--- src/rtl/tbh_pkg.sv ---
package tbh_pkg;
  typedef enum logic [1:0] {
    ST_IDLE   = 2'd0,
    ST_RAISED = 2'd1,
    ST_HOLD   = 2'd2
  } hs_state_t;
endpackage

--- src/rtl/tbh_sync.sv ---
module tbh_sync #(
  parameter int STAGES = 2
) (
  input  logic clk,
  input  logic rst,
  input  logic d,
  output logic q
);
  logic [STAGES-1:0] chain;

  genvar i;
  generate
    for (i = 0; i < STAGES; i++) begin : g_stage
      if (i == 0) begin : g_first
        always_ff @(posedge clk) begin
          if (rst) chain[0] <= 1'b0;
          else     chain[0] <= d;
        end
      end else begin : g_next
        always_ff @(posedge clk) begin
          if (rst) chain[i] <= 1'b0;
          else     chain[i] <= chain[i-1];
        end
      end
    end
  endgenerate

  assign q = chain[STAGES-1];
endmodule

--- src/rtl/tbh_toggle_det.sv ---
module tbh_toggle_det #(
  parameter int STAGES = 2
) (
  input  logic clk,
  input  logic rst,
  input  logic async_in,
  output logic toggle
);
  logic lvl;
  logic lvl_prev;

  tbh_sync #(.STAGES(STAGES)) u_sync (
    .clk (clk),
    .rst (rst),
    .d   (async_in),
    .q   (lvl)
  );

  always_ff @(posedge clk) begin
    if (rst) lvl_prev <= 1'b0;
    else     lvl_prev <= lvl;
  end

  assign toggle = lvl ^ lvl_prev;
endmodule

--- src/rtl/tbh_shifter.sv ---
module tbh_shifter #(
  parameter int W = 32
) (
  input  logic         clk,
  input  logic         rst,
  input  logic         load,
  input  logic [W-1:0] load_val,
  input  logic         shift,
  output logic         head
);
  localparam int CW = $clog2(W + 1);

  logic [W-1:0] sreg;
  logic [CW-1:0] left;

  always_ff @(posedge clk) begin
    if (rst) begin
      sreg <= '0;
      left <= '0;
    end else if (load) begin
      sreg <= load_val;
      left <= CW'(W);
    end else if (shift && (left != '0)) begin
      sreg <= sreg >> 1;
      left <= left - 1'b1;
    end
  end

  // a drained register presents zero
  assign head = (left != '0) ? sreg[0] : 1'b0;


  load_full_chk: assert property (@(posedge clk) disable iff (rst)
    load |=> (left == CW'(W)));


  idle_stable_chk: assert property (@(posedge clk) disable iff (rst)
    (!load && !shift) |=> ($stable(sreg) && $stable(left)));
endmodule

--- src/rtl/trig_busy_serializer.sv ---
module trig_busy_serializer #(
  parameter int NUM_W       = 32,
  parameter int SYNC_STAGES = 2
) (
  input  logic clk,
  input  logic rst,
  input  logic trig_req,
  input  logic readout_en,
  input  logic busy_in,
  input  logic dclk_in,
  output logic trig_line,
  output logic veto
);
  import tbh_pkg::*;

  hs_state_t        state;
  logic [NUM_W-1:0] trig_count;
  logic [NUM_W-1:0] next_num;
  logic             mode_lat;
  logic             busy_s;
  logic             dclk_tog;
  logic             accept;
  logic             do_shift;
  logic             bit_head;

  tbh_sync #(.STAGES(SYNC_STAGES)) u_busy_sync (
    .clk (clk),
    .rst (rst),
    .d   (busy_in),
    .q   (busy_s)
  );

  tbh_toggle_det #(.STAGES(SYNC_STAGES)) u_dclk_det (
    .clk      (clk),
    .rst      (rst),
    .async_in (dclk_in),
    .toggle   (dclk_tog)
  );

  assign next_num = trig_count + 1'b1;
  assign accept   = trig_req && !veto && (state == ST_IDLE);
  assign do_shift = (state == ST_HOLD) && busy_s && mode_lat && dclk_tog;

  tbh_shifter #(.W(NUM_W)) u_shift (
    .clk      (clk),
    .rst      (rst),
    .load     (accept),
    .load_val (next_num),
    .shift    (do_shift),
    .head     (bit_head)
  );

  always_ff @(posedge clk) begin
    if (rst) begin
      state      <= ST_IDLE;
      trig_line  <= 1'b0;
      veto       <= 1'b0;
      trig_count <= '0;
      mode_lat   <= 1'b0;
    end else begin
      unique case (state)
        ST_IDLE: begin
          if (accept) begin
            state      <= ST_RAISED;
            trig_line  <= 1'b1;
            veto       <= 1'b1;
            trig_count <= next_num;
            mode_lat   <= readout_en;
          end
        end
        ST_RAISED: begin
          if (busy_s) begin
            state     <= ST_HOLD;
            trig_line <= 1'b0;
          end
        end
        ST_HOLD: begin
          if (!busy_s) begin
            state     <= ST_IDLE;
            trig_line <= 1'b0;
            veto      <= 1'b0;
          end else if (do_shift) begin
            trig_line <= bit_head;
          end
        end
        default: begin
          state     <= ST_IDLE;
          trig_line <= 1'b0;
          veto      <= 1'b0;
        end
      endcase
    end
  end


  accept_rise_chk: assert property (@(posedge clk) disable iff (rst)
    (trig_req && !veto) |=> (trig_line && veto));


  count_frozen_chk: assert property (@(posedge clk) disable iff (rst)
    veto |=> $stable(trig_count));


  raised_hold_chk: assert property (@(posedge clk) disable iff (rst)
    (state == ST_RAISED && !busy_s) |=> trig_line);


  plain_low_chk: assert property (@(posedge clk) disable iff (rst)
    (state == ST_HOLD && !mode_lat) |-> !trig_line);


  veto_hold_chk: assert property (@(posedge clk) disable iff (rst)
    (veto && busy_s) |=> veto);


  mode_stable_chk: assert property (@(posedge clk) disable iff (rst)
    veto |=> $stable(mode_lat));
endmodule

--- config.mk ---
export PLATFORM = sky130hd
export DESIGN_NAME = trig_busy_serializer
export DESIGN_NICKNAME = d
export VERILOG_FILES = /design/src/rtl/tbh_pkg.sv /design/src/rtl/tbh_sync.sv /design/src/rtl/tbh_toggle_det.sv /design/src/rtl/tbh_shifter.sv /design/src/rtl/trig_busy_serializer.sv
export SDC_FILE = /design/constraint.sdc
export NUM_CORES = 1
export LEC_CHECK = 0
export BUFFER_PORTS_ARGS = -buffer_cell sky130_fd_sc_hd__buf_2
export CORE_MARGIN = 4
export CORE_UTILIZATION = 57
export DETAILED_ROUTE_END_ITERATION = 10
export PLACE_DENSITY = 0.75
export SLEW_MARGIN = 20
export SYNTH_ARGS = -nofsm -noshare
export SYNTH_HDL_FRONTEND = slang
export SYNTH_HIERARCHICAL = 1
export SYNTH_SLANG_ARGS = --single-unit
--- constraint.sdc ---
create_clock -name clk -period 2.45 [get_ports clk]
set_input_delay 0.245 -clock clk [delete_from_list [all_inputs] [get_ports clk]]
set_output_delay 0.245 -clock clk [all_outputs]
set_load 0.01 [all_outputs]
==> out/metrics.csv <==
stage,metric,value,unit
synthesis,Mean Syn Cell Area,8.10,um^2
pwr,Power Dens Cells,543,nW/um^2
die,Ports,8,
synthesis,post-synth cell types,54,
die,die height,97.3,um
critical_path,Crit path arrival time,2630,ps
pwr,peak supply drop,0.433,mV
placed_design,post-detail-place hpwl,7190,um
synthesis,count of state elements after synthesis,80,
critical_path,"CP delay by family, top",simple AND/OR/NAND/NOR gates,
sta,relative slew slack,0.548,
route,wire per inst,16.3,um
critical_path,Bufs and invs on worst path,0,
sta,pins over their slew limit,0,
clocking,clk buf depth,2,
worst_hold_path,hold path cells,2,
final_layout,P&R area growth vs syn,8.45,%
synthesis,prevailing post-synth register cell,dfxtp_1,
clocking,CTS tree,built,
route,First-pass DRT Iterations,5,
critical_path,max incr delay on CP,710,ps
flow_run,Max Cap Violations,0,
clocking,# clock sinks,80,
sta,Max Clk Rate,0.426,GHz
route,Vias,4149,
placed_design,placer's final routability congestion estimate,0.929,
synthesis,"Seq/Total Area, Yosys",0.352,
synthesis,Synth async-reset ratio,0,
run_status,status,"complete, no violations",
critical_path,crit start category,flop,
synthesis,Area contributors post-synth,"dfxtp_1 35%, o311a_1 6.8%, a21oi_1 6.7%",
sta,post-route minimum period,2340,ps
clocking,clock root cell,clkbuf_8,
route,total detailed-routing wirelength,10800,um
route,# DRC,0,
final_layout,Layout Utilization,0.638,
global_routing,pin count of the biggest net entering global routing,73,
global_routing,vias in the first global route,3839,
final_layout,most frequent cells in the layout,"80 x dfxtp_1, 61 x a21oi_1, 55 x nor2_1",
critical_path,R2R depth,4,
sta,Fin. Hold Viols,0,
die,row count,32,
die,DIE AREA,9470,um^2
global_routing,gr ovfl total,0,
clocking,cts hold-fix bufs,0,
sta,measured slew at the worst slew-check pin,678,ps
critical_path,"Data required, critical path",2730,ps
route,drt initial violations,211,
pwr,leak pwr,0.00181,uW
route,vias per cell,6.26,
global_routing,global-route wire length before repair,18000,um
critical_path,Slowest cell on crit path,or4_1,
critical_path,Setup crit end kind,flop,
clocking,deepest level of the CTS H-tree,3,
final_layout,"most common cell after layout, fill and taps aside",dfxtp_1,
sta,post-route clock period utilization,0.957,
global_routing,gr usage total,0.227,
critical_path,crit-path most repeated cell,or4_1,
sta,TNS Setup,0,ps
critical_path,crit-path cells,"or4b_1, or4_1, or4_1, a21oi_1",
die,die width,97.3,um
synthesis,warnings from Yosys,6,
synthesis,Yosys top cell area share,0.352,
clocking,clock latency on the worst-skew pair,360,ps
critical_path,Setup Crit Path Kind,flop to flop,
sta,hold slack,97.2,ps
clocking,Num CTS Buffers,9,
synthesis,Cells after Synth,561,
synthesis,number of synthesized flops with an enable pin,0,
critical_path,cell depth of the worst setup path,4,
clocking,CTS resizes,0,
clocking,clk slew on worst S/H paths,90,ps
global_routing,initial antenna violation count,0,
final_layout,ANT cells,0,
route,ANT nets after route,0,
die,Core Box Area,7730,um^2
final_layout,layout cells sized above 1,0.137,
placed_design,PortBufs,7,
synthesis,syn nets,570,
worst_hold_path,Worst Hold Class,primary input to flop,
sta,Layout Skew,10.2,ps
die,Starting Density,0.588,
critical_path,CP Max Fanout,10,
synthesis,dominant cell type by area after synthesis,dfxtp_1,
final_layout,NumNets Final,566,
synthesis,Post-Syn Area,4540,um^2
sta,unrepaired setup endpoints after global routing,no,
sta,# setup viols final,0,
clocking,postcts setup bufs,0,
-- cell usage after synthesis, types with 3 or more instances --
cell type,count
o31ai_1,12
clkbuf_1,37
nor3_1,11
ha_1,3
nand3_1,10
a21oi_1,61
o311a_1,31
o211ai_1,22
nand4_1,13
dfxtp_1,80
nor2b_1,9
buf_6,4
nor2_1,56
o211ai_2,10
xnor2_1,17
nor4_1,6
or4_1,18
o21ai_0,7
xor2_1,23
buf_2,9
or3_1,11
nand2_1,31
inv_1,38
-- worst reg2reg max path, cell delays in order, from the launching register on --
cell     delay [ps]
dfxtp_1         350
or4b_1          590
or4_1           710
or4_1           460
a21oi_1         160
-- final cells by class --
type                            count  area [um^2]
Sequential cell                    80         1600
Multi-Input combinational cell    389         2570
Fill cell                         677         2800
Clock buffer                        9          124
Clock inverter                      6         68.8
Inverter                           39          146
Timing Repair Buffer               38          293
Tap cell                          102          128
-- path summary, 6_finish.rpt --
| kind | start | to | slack [ps] |
|---|---|---|---|
| worst max-delay path | veto | trig_count[31] | 110 |
| worst min-delay path | dclk_in | u_dclk_det/u_sync/chain[0] | 100 |
| worst max register to register | veto | trig_count[31] | 110 |
| worst min register to register | u_dclk_det/u_sync/chain[0] | u_dclk_det/u_sync/q | 460 |
-- per-stage QoR --
stage / power (uW) / instances / area, um^2 / setup WS (ps)
2_1_floorplan: 1660 / 561 / 4540 / 69.1
3_3_place_gp: 1710 / 648 / 4730 / 212
3_5_place_dp: 1720 / 648 / 4730 / 108
4_1_cts: 2690 / 663 / 4920 / 84.8
5_1_grt: 2780 / 663 / 4930 / 6.35
6_report: 2680 / 663 / 4930 / 105
-- power by group --
| group | switching [uW] | internal (uW) | leakage, uW | total [uW] |
|---|---|---|---|---|
| combinational | 179 | 114 | 0.00106 | 293 |
| clock | 515 | 471 | 0.0000957 | 985 |
| sequential | 37.1 | 1360 | 0.000652 | 1400 |
-- flip-flops by register name, indices dropped and copies added (netlist names) --
register,flops
u_shift/left,6
veto,1
state,2
u_dclk_det/u_sync/chain,1
u_dclk_det/u_sync/q,1
u_busy_sync/q,1
u_dclk_det/lvl_prev,1
trig_line,1
u_busy_sync/chain,1
mode_lat,1
u_shift/sreg,32
trig_count,32
-- layer usage --
layer  routed length (um)  vias to the layer above  share of wire  track usage
met2                 5290                       98           0.49        0.375
met5                    0                        -              0            0
met4                  346                        0          0.032       0.0895
met3                  402                       32          0.037       0.0467
li1                     -                     2033              -            -
met1                 4780                     1986           0.44        0.291
-- cells by family after synthesis --
group / count (synthesis) / share of synthesized area
buffers and inverters: 92 / 0.0859
adder cells (fa/ha/maj): 3 / 0.00826
multiplexers: 3 / 0.00716
AND/OR/NAND/NOR: 186 / 0.216
AO/OA/AOI/OAI: 157 / 0.253
XOR/XNOR: 40 / 0.0771
flip-flops: 80 / 0.352
(Power assumes the default switching activity.)
